**config.mk**
```make
export PLATFORM = sky130hd
export DESIGN_NAME = hub_strap_cfg
export DESIGN_NICKNAME = d
export VERILOG_FILES = /design/src/rtl/hub_strap_cfg_pkg.sv /design/src/rtl/hub_strap_capture.sv /design/src/rtl/hub_cfg_decode.sv /design/src/rtl/hub_pwr_drive.sv /design/src/rtl/hub_strap_cfg.sv
export SDC_FILE = /design/constraint.sdc
export NUM_CORES = 1
export LEC_CHECK = 0
export CAP_MARGIN = 5
export CORE_MARGIN = 2
export CORE_UTILIZATION = 41
export CTS_BUF_LIST = sky130_fd_sc_hd__clkbuf_8
export DETAILED_ROUTE_END_ITERATION = 12
export GPL_ROUTABILITY_DRIVEN = 0
export PLACE_DENSITY = 0.76
export SLEW_MARGIN = 30
export SYNTH_ARGS = -nofsm -noshare
export SYNTH_HDL_FRONTEND = slang
export SYNTH_SLANG_ARGS = --single-unit
```
**constraint.sdc**
```tcl
create_clock -name clk -period 2.02 [get_ports clk]
set_input_delay 0.404 -clock clk [delete_from_list [all_inputs] [get_ports clk]]
set_output_delay 0.404 -clock clk [all_outputs]
set_load 0.02 [all_outputs]
```
**src/rtl/hub_strap_cfg_pkg.sv**
```systemverilog
package hub_strap_cfg_pkg;

  typedef enum logic [1:0] {
    SRC_INTERNAL   = 2'd0,
    SRC_BUS_SLAVE  = 2'd1,
    SRC_SERIAL_MEM = 2'd2
  } cfg_src_e;

  typedef enum logic [1:0] {
    ASSIGN_EMBEDDED = 2'd0,
    ASSIGN_LEVEL    = 2'd1,
    ASSIGN_EDGE     = 2'd2
  } assign_mode_e;

  typedef enum logic [1:0] {
    LED_USB        = 2'd0,
    LED_HOST       = 2'd1,
    LED_HOST_SPEED = 2'd2
  } led_mode_e;

  typedef struct packed {
    cfg_src_e     src;
    assign_mode_e amode;
    led_mode_e    lmode;
    logic         straps_en;
    logic         unassigned_ok;
    logic         sel_err;
  } mode_t;

  // Select code to operating mode; reserved codes fall back to code 000.
  function automatic mode_t decode_mode(input logic [2:0] sel);
    mode_t m;
    m = '{src: SRC_INTERNAL, amode: ASSIGN_EMBEDDED, lmode: LED_USB,
          straps_en: 1'b1, unassigned_ok: 1'b0, sel_err: 1'b0};
    case (sel)
      3'b000: ;
      3'b001: begin
        m.src = SRC_BUS_SLAVE; m.straps_en = 1'b0; m.unassigned_ok = 1'b1;
      end
      3'b010: m.amode = ASSIGN_LEVEL;
      3'b011: begin
        m.src = SRC_SERIAL_MEM; m.straps_en = 1'b0; m.unassigned_ok = 1'b1;
      end
      3'b100: begin
        m.amode = ASSIGN_EDGE; m.lmode = LED_HOST; m.unassigned_ok = 1'b1;
      end
      3'b101: begin
        m.amode = ASSIGN_EDGE; m.lmode = LED_HOST_SPEED;
        m.straps_en = 1'b0; m.unassigned_ok = 1'b1;
      end
      default: m.sel_err = 1'b1;
    endcase
    return m;
  endfunction

endpackage

```
**src/rtl/hub_strap_capture.sv**
```systemverilog
module hub_strap_capture #(
  parameter int STRAP_W = 2
) (
  input  logic               clk,
  input  logic               rst_n,
  input  logic [2:0]         sel_pin,
  input  logic [STRAP_W-1:0] dis_pin,
  input  logic [STRAP_W-1:0] nrem_pin,
  input  logic               pol_pin,
  output logic [2:0]         sel_q,
  output logic [STRAP_W-1:0] dis_q,
  output logic [STRAP_W-1:0] nrem_q,
  output logic               pol_q
);
  // Track the pins while reset is held; freeze at release.
  always_ff @(posedge clk) begin
    if (!rst_n) begin
      sel_q  <= sel_pin;
      dis_q  <= dis_pin;
      nrem_q <= nrem_pin;
      pol_q  <= pol_pin;
    end
  end
endmodule

```
**src/rtl/hub_cfg_decode.sv**
```systemverilog
module hub_cfg_decode
  import hub_strap_cfg_pkg::*;
#(
  parameter int         NPORTS     = 4,
  parameter int         STRAP_W    = 2,
  parameter logic [6:0] SLAVE_ADDR = 7'h2C
) (
  input  logic [2:0]         sel_q,
  input  logic [STRAP_W-1:0] dis_q,
  input  logic [STRAP_W-1:0] nrem_q,
  output mode_t              mode,
  output logic [6:0]         addr,
  output logic [NPORTS-1:0]  dis_mask,
  output logic [NPORTS-1:0]  nrem_mask,
  output logic [NPORTS-1:0]  led_low
);
  localparam int LED_HI_BASE = NPORTS - STRAP_W;

  // Count of ports taken from the top end.
  function automatic logic [NPORTS-1:0] top_mask(input logic [STRAP_W-1:0] cnt);
    logic [NPORTS-1:0] m;
    for (int i = 0; i < NPORTS; i++) m[i] = (i >= NPORTS - int'(cnt));
    return m;
  endfunction

  // Count of ports taken from the bottom end.
  function automatic logic [NPORTS-1:0] low_mask(input logic [STRAP_W-1:0] cnt);
    logic [NPORTS-1:0] m;
    for (int i = 0; i < NPORTS; i++) m[i] = (i < int'(cnt));
    return m;
  endfunction

  logic [NPORTS-1:0] strap_led;

  assign mode      = decode_mode(sel_q);
  assign addr      = (sel_q == 3'b001) ? SLAVE_ADDR : 7'd0;
  assign dis_mask  = mode.straps_en ? top_mask(dis_q)  : '0;
  assign nrem_mask = mode.straps_en ? low_mask(nrem_q) : '0;
  assign led_low   = mode.straps_en ? strap_led : '1;

  for (genvar i = 0; i < NPORTS; i++) begin : g_led
    if (i >= LED_HI_BASE) begin : g_hi
      assign strap_led[i] = dis_q[i-LED_HI_BASE];
    end else if (i < STRAP_W) begin : g_lo
      assign strap_led[i] = nrem_q[i];
    end else begin : g_mid
      assign strap_led[i] = 1'b0;
    end
  end
endmodule

```
**src/rtl/hub_pwr_drive.sv**
```systemverilog
module hub_pwr_drive #(
  parameter int NPORTS = 4
) (
  input  logic              rst_n,
  input  logic              pol_pin,
  input  logic              pol_q,
  input  logic              cfg_valid,
  input  logic [NPORTS-1:0] pwr_on,
  input  logic [NPORTS-1:0] port_dis,
  output logic [NPORTS-1:0] pwr_pin
);
  for (genvar i = 0; i < NPORTS; i++) begin : g_pin
    logic grant;
    assign grant      = cfg_valid & pwr_on[i] & ~port_dis[i];
    // During reset the off level comes straight from the strap pin.
    assign pwr_pin[i] = !rst_n ? ~pol_pin : (grant ? pol_q : ~pol_q);
  end
endmodule

```
**src/rtl/hub_strap_cfg.sv**
```systemverilog
module hub_strap_cfg
  import hub_strap_cfg_pkg::*;
#(
  parameter int         NPORTS     = 4,
  parameter int         STRAP_W    = 2,
  parameter logic [6:0] SLAVE_ADDR = 7'h2C
) (
  input  logic               clk,
  input  logic               rst_n,
  input  logic [2:0]         sel_pin,
  input  logic [STRAP_W-1:0] dis_pin,
  input  logic [STRAP_W-1:0] nrem_pin,
  input  logic               pol_pin,
  input  logic [NPORTS-1:0]  pwr_on,
  output logic               cfg_valid,
  output logic [1:0]         cfg_src,
  output logic [1:0]         assign_mode,
  output logic [1:0]         led_mode,
  output logic               led_straps_en,
  output logic               unassigned_ok,
  output logic               sel_err,
  output logic [6:0]         slave_addr,
  output logic [NPORTS-1:0]  port_dis,
  output logic [NPORTS-1:0]  port_nrem,
  output logic [NPORTS-1:0]  led_act_low,
  output logic               pwr_active_high,
  output logic [NPORTS-1:0]  pwr_pin
);
  logic [2:0]         sel_q;
  logic [STRAP_W-1:0] dis_q, nrem_q;
  logic               pol_q;
  mode_t              mode_d;
  logic [6:0]         addr_d;
  logic [NPORTS-1:0]  dis_d, nrem_d, led_d;
  logic               load_cfg;   // first edge after release

  hub_strap_capture #(.STRAP_W(STRAP_W)) i_capture (
    .clk(clk), .rst_n(rst_n), .sel_pin(sel_pin), .dis_pin(dis_pin),
    .nrem_pin(nrem_pin), .pol_pin(pol_pin), .sel_q(sel_q), .dis_q(dis_q),
    .nrem_q(nrem_q), .pol_q(pol_q)
  );

  hub_cfg_decode #(.NPORTS(NPORTS), .STRAP_W(STRAP_W), .SLAVE_ADDR(SLAVE_ADDR)) i_decode (
    .sel_q(sel_q), .dis_q(dis_q), .nrem_q(nrem_q), .mode(mode_d),
    .addr(addr_d), .dis_mask(dis_d), .nrem_mask(nrem_d), .led_low(led_d)
  );

  assign load_cfg = !cfg_valid;

  always_ff @(posedge clk or negedge rst_n) begin
    if (!rst_n) begin
      cfg_valid     <= 1'b0;
      cfg_src       <= '0;
      assign_mode   <= '0;
      led_mode      <= '0;
      led_straps_en <= 1'b0;
      unassigned_ok <= 1'b0;
      sel_err       <= 1'b0;
      slave_addr    <= '0;
      port_dis      <= '0;
      port_nrem     <= '0;
      led_act_low   <= '0;
    end else if (load_cfg) begin
      cfg_valid     <= 1'b1;
      cfg_src       <= mode_d.src;
      assign_mode   <= mode_d.amode;
      led_mode      <= mode_d.lmode;
      led_straps_en <= mode_d.straps_en;
      unassigned_ok <= mode_d.unassigned_ok;
      sel_err       <= mode_d.sel_err;
      slave_addr    <= addr_d;
      port_dis      <= dis_d;
      port_nrem     <= nrem_d;
      led_act_low   <= led_d;
    end
  end

  assign pwr_active_high = pol_q;

  hub_pwr_drive #(.NPORTS(NPORTS)) i_pwr (
    .rst_n(rst_n), .pol_pin(pol_pin), .pol_q(pol_q), .cfg_valid(cfg_valid),
    .pwr_on(pwr_on), .port_dis(port_dis), .pwr_pin(pwr_pin)
  );
endmodule

```
Word-level counts from Yosys, hierarchy flattened
Cells that the tools add are included.
{ "totals": {"out_inout_bits": 34, "inputBits": 14, "register_bits": 37} }
{ "op_classes": {"n_reduce_logical": 5, "bitwise_logic": 14, "mux": 18, "n_addsub": 1, "magnitude_cmp": 7, "n_eq_ne": 5} }
{ "op_table": {"columns": ["op", "count"], "rows": [
  ["3-bit by 32-bit >= comparator with 1-bit output, first input constant", 2],
  ["1-bit by 32-bit >= comparator with 1-bit output, first input constant", 1],
  ["2-bit by 32-bit >= comparator with 1-bit output, first input constant", 1],
  ["2-bit one-hot mux with 2 select lines", 3],
  ["1-bit 2-to-1 mux", 11],
  ["1-bit bitwise AND", 8],
  ["4-bit 2-to-1 mux", 2],
  ["3-bit by 2-bit equality test with 1-bit output, second input constant", 2],
  ["3-bit equality test, second input constant", 2],
  ["6-bit 2-to-1 mux", 1],
  ["1-bit inverter", 6],
  ["6-bit OR reduction", 1],
  ["1-bit by 2-bit < comparator with 1-bit output, first input constant", 2],
  ["4-bit OR reduction", 1],
  ["3-bit by 2-bit subtractor with 4-bit output, first input constant", 1],
  ["3-bit by 1-bit equality test with 1-bit output, second input constant", 1],
  ["3-bit logical NOT", 1],
  ["3-bit 2-to-1 mux", 1],
  ["3-bit OR reduction", 1],
  ["2-bit < comparator, first input constant", 1],
  ["2-bit OR reduction", 1]
]} }

Depth between registers and ports, before layout
Gate-level depths: netlist of the first run.
{ "logic_depth": {"ltp_word": 4, "mapped_depth": 5, "depth_no_buf": 3} }

Hierarchy
A second synthesis of the first run with hierarchy kept.
{ "unflattened": {"hier_cells": 123, "area_unflattened_um2": 1739.2} }
{ "by_module_without_submodules": {"columns": ["mod", "area_per_inst_um2", "n_inst", "cells_per_inst", "seq_area_each_um2"], "rows": [
  ["hub_strap_cfg", 1171.1, 1, 61, 725.7],
  ["hub_strap_capture", 244.0, 1, 9, 240.2],
  ["hub_cfg_decode", 225.2, 1, 36, 0.0],
  ["hub_pwr_drive", 98.8, 1, 17, 0.0]
]} }

Worst setup path after synthesis of the first run
No wires, ideal clock.
{ "synth_path": {"path_kind": "reg2out", "from": "register cfg_valid", "to": "output port pwr_pin[1]", "setup_slack_ns": 0.403, "t_required_ns": 1.616, "arrival_ns": 1.213, "path_stages_with_launch": 5, "path_cell_list": "dfrtp_1 buf_6 nand2_1 or3_1 a31o_1"} }
{ "synth_between": {"elab_chain_cells": 4} }
{ "synth_lines": {"columns": ["item", "line", "text"], "rows": [
  ["start, declared", "hub_strap_cfg.sv:15", "output logic cfg_valid,"],
  ["start signal, assigned", "hub_strap_cfg.sv:52", "cfg_valid <= 1'b0;"],
  ["start signal, assigned", "hub_strap_cfg.sv:64", "cfg_valid <= 1'b1;"],
  ["1-bit bitwise AND (2 in series)", "hub_pwr_drive.sv:14", "assign grant = cfg_valid & pwr_on[i] & ~port_dis[i];"],
  ["1-bit 2-to-1 mux (2 in series)", "hub_pwr_drive.sv:16", "assign pwr_pin[i] = !rst_n ? ~pol_pin : (grant ? pol_q : ~pol_q);"],
  ["end, declared", "hub_strap_cfg.sv:27", "output logic [NPORTS-1:0] pwr_pin"]
]} }
No other way between the ends.

Worst setup path after layout of the first run
{ "layout_path": {"from": "register i_capture.pol_q", "to": "output port pwr_pin[1]"} }
{ "layout_between": {"elab_chain_cells": 3} }
{ "layout_lines": {"columns": ["item", "line", "text"], "rows": [
  ["start, declared", "hub_strap_capture.sv:13", "output logic pol_q"],
  ["start signal, assigned", "hub_strap_capture.sv:21", "pol_q <= pol_pin;"],
  ["1-bit inverter", "hub_pwr_drive.sv:16", null],
  ["1-bit 2-to-1 mux * (2 in series)", "hub_pwr_drive.sv:16", null]
]} }
Mark *: on every way between the ends. The rest lies on a longest branch, timed or not.

==> impl_metrics.env, run 1 <==
export IMPL_fin_crit_ns=1.92
export IMPL_leakagePower_nw=0.811
export IMPL_grt_max_degree=31
export IMPL_synth_edf_count=8
export IMPL_yosys_warnings=0
export IMPL_die_x_um=58.6
export IMPL_startpoint_type="flip-flop"
export IMPL_yosysTopAreaCell="dfrtp_1"
export IMPL_cts_reportedPaths_clkPinSlew_ns=0.06
export IMPL_detail_route_antenna_nets=0
export IMPL_synth_cell_types=23
export IMPL_layout_nets=170
export IMPL_fin_util=0.628
export IMPL_finalSetupTns_ns=0
export IMPL_vdd_drop_max_v=0.000531
export IMPL_fmax_mhz=521
export IMPL_htree_levels=2
export IMPL_hold_path_class="in -> async"
export IMPL_hold_ws_ns=0.477
export IMPL_core_um2=2810
export IMPL_syn_area_per_cell_um2=11.3
export IMPL_antenna_found_initial=0
export IMPL_path_max_fanout=9
export IMPL_violations="design-rule violations"
export IMPL_power_density_nw_per_um2=845
export IMPL_drive_gt1_frac=0.108
export IMPL_ys_top_cells_by_count="dfrtp_1, nand2_1, o21ai_0"
export IMPL_initial_core_util=0.436
export IMPL_power_share_clock=0.313
export IMPL_dp_slack_ns=-0.382
export IMPL_hpwl_mm=1.90
export IMPL_dieArea_um2=3440
export IMPL_seq_area_um2=766
export IMPL_netlist_instances=108
export IMPL_dpl_cell_area_um2=1660
export IMPL_p_int_mw=1.09
export IMPL_dr_pass1_iters=10
export IMPL_root_buffer="clkbuf_8"
export IMPL_gr_total_overflow=0
export IMPL_synthTopCellsByArea="dfrtp_1, edfxtp_1, nand2_1"
export IMPL_crit_required_ns=1.62
export IMPL_worstSetupEndpointType="output port"
export IMPL_cts_tree="yes"
export IMPL_postLayoutCellArea_um2=1760
export IMPL_areaGrowthSynthToFinish_pct=44.0
export IMPL_slew_violations=0
export IMPL_vias=968
export IMPL_synth_top_cell_area_share=0.429
export IMPL_setup_worst_path_class="reg -> out"
export IMPL_num_rows=19
export IMPL_setup_ws_ns=0.0990
export IMPL_first_global_vias=1022
export IMPL_period_share=0.951
export IMPL_multi_input_area_um2=357
export IMPL_placed_cells=180
export IMPL_grt_pass1_wl_mm=4.41
export IMPL_clock_skew_ns=0.00684
export IMPL_rsz0062_at_grt="no"
export IMPL_die_y_um=58.6
export IMPL_ios=48
export IMPL_comb_power_share=0.217
export IMPL_via_per_inst=5.15
export IMPL_synth_ff_type="dfrtp_1"
export IMPL_status="finished, violations left"
export IMPL_worstSkewPairLatency_ns=0.28
export IMPL_ys_ff_latch=29
export IMPL_diodes=0
export IMPL_clkSinkCount=29
export IMPL_p_sw_frac=0.271
export IMPL_hold_violations=0
export IMPL_route_detailed_drc=1
export IMPL_async_flop_share=0.724
export IMPL_seq_area_frac_synth=0.626
export IMPL_port_buffers=42
export IMPL_maxCapViolCount=0
export IMPL_p_sw_mw=0.403
export IMPL_numCtsBuffers=5
export IMPL_finalPower_mw=1.49
export IMPL_fin_cells=188
export IMPL_setup_viol=0
export IMPL_track_usage=0.177
export IMPL_seq_power_share=0.470
export IMPL_synth_most_common_cell="dfrtp_1"
export IMPL_wl_per_cell_um=13.9
export IMPL_syn_area_um2=1220
export IMPL_cts_buffer_depth=2
export IMPL_n_fill_cell=225
export IMPL_arrival_ns=1.52
export IMPL_drt_first_iter_violations=11
export IMPL_wirelength_mm=2.62
power by group through the flow:
stage | Sequential, mW | Combinational (mW) | Clock (mW)
floorplan | 0.755 | 0.115 | 0
global placement | 0.708 | 0.314 | 0
detailed placement | 0.710 | 0.321 | 0
CTS | 0.701 | 0.314 | 0.484
global route | 0.708 | 0.346 | 0.515
finish | 0.700 | 0.323 | 0.466
worst max-delay path: stages, from the launching register on:
cell and delay [ns]:
edfxtp_1 0.48, or3_1 0.43, a31o_1 0.20, buf_6 0.13
layout by cell type, fill, tap and decap left out, types with 2 or more instances in the layout:
cell / netlist / final
clkbuf_8: 1 / 6
a32o_1: 2 / 2
o21ai_0: 11 / 11
a2bb2oi_1: 4 / 4
nor2b_1: 2 / 2
nor2_1: 5 / 5
dlymetal6s2s_1: 0 / 4
nand2_1: 19 / 19
buf_6: 1 / 4
clkdlybuf4s50_1: 0 / 34
buf_4: 8 / 7
or3_1: 4 / 4
inv_1: 6 / 8
a31o_1: 4 / 4
conb_1: 2 / 6
dfrtp_1: 21 / 21
edfxtp_1: 8 / 8
a22o_1: 3 / 3
layout make-up:
cell class / count / area share
clock buffers: 6 / 0.0469
well taps: 31 / 0.0220
clock inverters: 2 / 0.00426
inverters: 6 / 0.0128
repair buffers: 49 / 0.277
flip-flops and latches: 29 / 0.435
multi-input cells: 65 / 0.202
metal layers:
metal | global-route usage | vias up | part of all wire
met1 | 0.197 | 472 | 0.40
li1 | - | 453 | -
met5 | 0 | - | 0
met2 | 0.295 | 39 | 0.52
met4 | 0.0617 | 0 | 0.013
met3 | 0.0901 | 4 | 0.074
state kept, by name (all words and copies together) (netlist names):
signal	count
i_capture.nrem_q	2
led_act_low	4
led_mode	2
port_nrem	3
unassigned_ok	1
i_capture.sel_q	3
led_straps_en	1
cfg_valid	1
port_dis	4
slave_addr	1
i_capture.pol_q	1
i_capture.dis_q	2
assign_mode	2
sel_err	1
cfg_src	1
cell families (layout without fill, tap and decap cells):
family                 count (synthesis)  after routing  synth area share
buffers and inverters                 18             63            0.0951
AO/OA/AOI/OAI                         28             28             0.164
flip-flops                            29             29             0.626
AND/OR/NAND/NOR                       31             31             0.109
other                                  2              6           0.00614
repair_timing:
action	CTS	global route
resized for setup	16	12
hold buffers	0	0
setup endpoints to repair	4	4
setup buffers	0	0
pin swaps	0	8
path summary, 6_finish.rpt:
check	slack, ns	depth (start not counted)	endpoint	startpoint
worst min-delay path	0.48	2	slave_addr[3]	rst_n
worst max register to register	0.70	3	port_dis[1]	cfg_valid
worst max-delay path	0.1	3	pwr_pin[1]	i_capture.pol_q
max in group asynchronous	1.22	3	port_dis[2]	rst_n
min in group clk	0.48	2	assign_mode[0]	assign_mode[0]
worst min register to register	0.48	2	assign_mode[0]	assign_mode[0]
No activity file was read; power rests on OpenSTA's default activity.
==> run 2, diff against run 1 <==
Settings changed: TNS_END_PERCENT set to 10.
==> impl_metrics.env, run 2 (synthesis gave the netlist of run 1 again) <==
export IMPL_status="finished, violations left"
export IMPL_violations="design-rule violations, negative setup slack"
export IMPL_fin_crit_ns=2.04
export IMPL_placed_cells=180
export IMPL_setup_worst_path_class="in -> out"
export IMPL_diodes=0
export IMPL_dieArea_um2=3440
export IMPL_cts_hold_buf=0
export IMPL_grt_pass1_wl_mm=4.41
export IMPL_setup_ws_ns=-0.0160
export IMPL_track_usage=0.177
export IMPL_areaGrowthSynthToFinish_pct=41.8
export IMPL_hold_violations=0
export IMPL_postLayoutCellArea_um2=1740
export IMPL_n_fill_cell=231
export IMPL_cp_slowest_stage_delay_ns=0.46
export IMPL_detail_route_antenna_nets=0
export IMPL_fmax_mhz=491
export IMPL_startpoint_type="input pin"
export IMPL_layout_nets=170
export IMPL_hpwl_mm=1.90
export IMPL_r2r_slack_ns=0.71
export IMPL_via_per_inst=5.09
export IMPL_worstSetupEndpointType="output port"
export IMPL_drive_gt1_frac=0.108
export IMPL_core_um2=2810
export IMPL_rsz0062_at_grt="yes"
export IMPL_arrival_ns=1.63
export IMPL_numCtsBuffers=5
export IMPL_root_buffer="clkbuf_8"
export IMPL_crit_family="buffers and inverters"
export IMPL_r2r_start="cfg_valid"
export IMPL_num_rows=19
export IMPL_slew_violations=0
export IMPL_vdd_drop_max_v=0.000537
export IMPL_clkSinkCount=29
export IMPL_crit_slowest_cell="clkdlybuf4s50_1"
export IMPL_r2r_cells=3
export IMPL_power_density_nw_per_um2=853
export IMPL_clock_skew_ns=0.00670
export IMPL_drt_first_iter_violations=19
export IMPL_final_common_cell="clkdlybuf4s50_1"
export IMPL_cts_reportedPaths_clkPinSlew_ns=0.06
export IMPL_setup_viol=1
export IMPL_path_cells="clkdlybuf4s50_1 > nand2_1 > or3_1 > a31o_1 > buf_2"
export IMPL_cts_tree="yes"
export IMPL_crit_required_ns=1.62
export IMPL_dpl_cell_area_um2=1660
export IMPL_wirelength_mm=2.60
export IMPL_leakagePower_nw=0.778
export IMPL_top_regs="led_act_low: 4 flops, port_dis: 4 flops"
export IMPL_crit_buf_inv=2
export IMPL_finalPower_mw=1.48
export IMPL_route_detailed_drc=1
export IMPL_die_x_um=58.6
export IMPL_gr_total_overflow=0
export IMPL_cp_startpoint="pwr_on[1]"
export IMPL_vias=957
export IMPL_grt_max_degree=31
export IMPL_initial_core_util=0.436
export IMPL_period_share=1.01
export IMPL_htree_levels=2
export IMPL_post_cts_setup_buffer_count=0
export IMPL_die_y_um=58.6
export IMPL_port_buffers=42
export IMPL_maxCapViolCount=0
export IMPL_wl_per_cell_um=13.8
export IMPL_worstSkewPairLatency_ns=0.28
export IMPL_regToRegEndpoint="port_dis[1]"
export IMPL_antenna_found_initial=0
export IMPL_ios=48
export IMPL_fin_cells=188
export IMPL_path_max_fanout=2
export IMPL_first_global_vias=1022
export IMPL_hold_path_class="in -> async"
export IMPL_dr_pass1_iters=10
export IMPL_mostFrequentLayoutCells="clkdlybuf4s50_1, dfrtp_1, nand2_1"
export IMPL_cts_buffer_depth=2
## run 2: final cells by class
class | instances | area, um^2 | area share
Clock buffer | 6 | 82.6 | 0.0476
Clock inverter | 2 | 7.51 | 0.00433
Inverter | 6 | 22.5 | 0.0130
Multi-Input combinational cell | 65 | 357 | 0.205
Sequential cell | 29 | 766 | 0.441
Tap cell | 31 | 38.8 | 0.0224
Timing Repair Buffer | 49 | 462 | 0.266
## run 2: worst max-delay path by stage
stage                  to  slack [ns]  depth (start not counted)
2_1_floorplan  pwr_pin[1]        0.40                          4
3_3_place_gp   pwr_pin[1]       -0.33                          5
3_5_place_dp   pwr_pin[2]       -0.38                          5
4_1_cts        pwr_pin[2]      0.0008                          5
5_1_grt        pwr_pin[1]       -0.05                          5
6_report       pwr_pin[1]       -0.02                          5
## run 2: through the flow
step           utilization  hold WS (ns)  setup WS (ns)  TNS [ns]
5_1_grt              0.619         0.482        -0.0508   -0.0664
6_report             0.619         0.477        -0.0160   -0.0160
2_1_floorplan            -         0.108          0.403         0
3_5_place_dp         0.591         0.467         -0.382     -1.44
4_1_cts              0.616         0.466       0.000775         0
3_3_place_gp         0.591         0.466         -0.330     -1.31
## run 2: power by group
part           leakage, nW  switching [mW]  internal [mW]
clock               0.0538           0.200          0.267
combinational        0.384           0.160          0.154
sequential           0.340          0.0409          0.659
## run 2: layer usage
metal / global-route usage / routed length, um / share of wire
met5: 0 / 0 / 0
met4: 0.0617 / 33 / 0.013
met3: 0.0901 / 184 / 0.071
met2: 0.295 / 1320 / 0.51
met1: 0.197 / 1050 / 0.41
## run 2: repair_timing
| action | 4_1_cts | 5_1_grt |
|---|---|---|
| pin swaps | 0 | 2 |
| gates resized for setup | 16 | 3 |
| setup endpoints to repair | 4 | 4 |
## run 2: worst reg2reg max path, stage by stage (launching register included)
cell and delay [ns]:
dfrtp_1 0.44, buf_4 0.32, a21oi_1 0.15, a32o_1 0.29
==> run 3, diff against run 2 <==
Settings changed: CAP_MARGIN 5 to 20.
==> results of run 3 <==
Same layout as run 2: the final DEF is identical, and so are final timing and power.
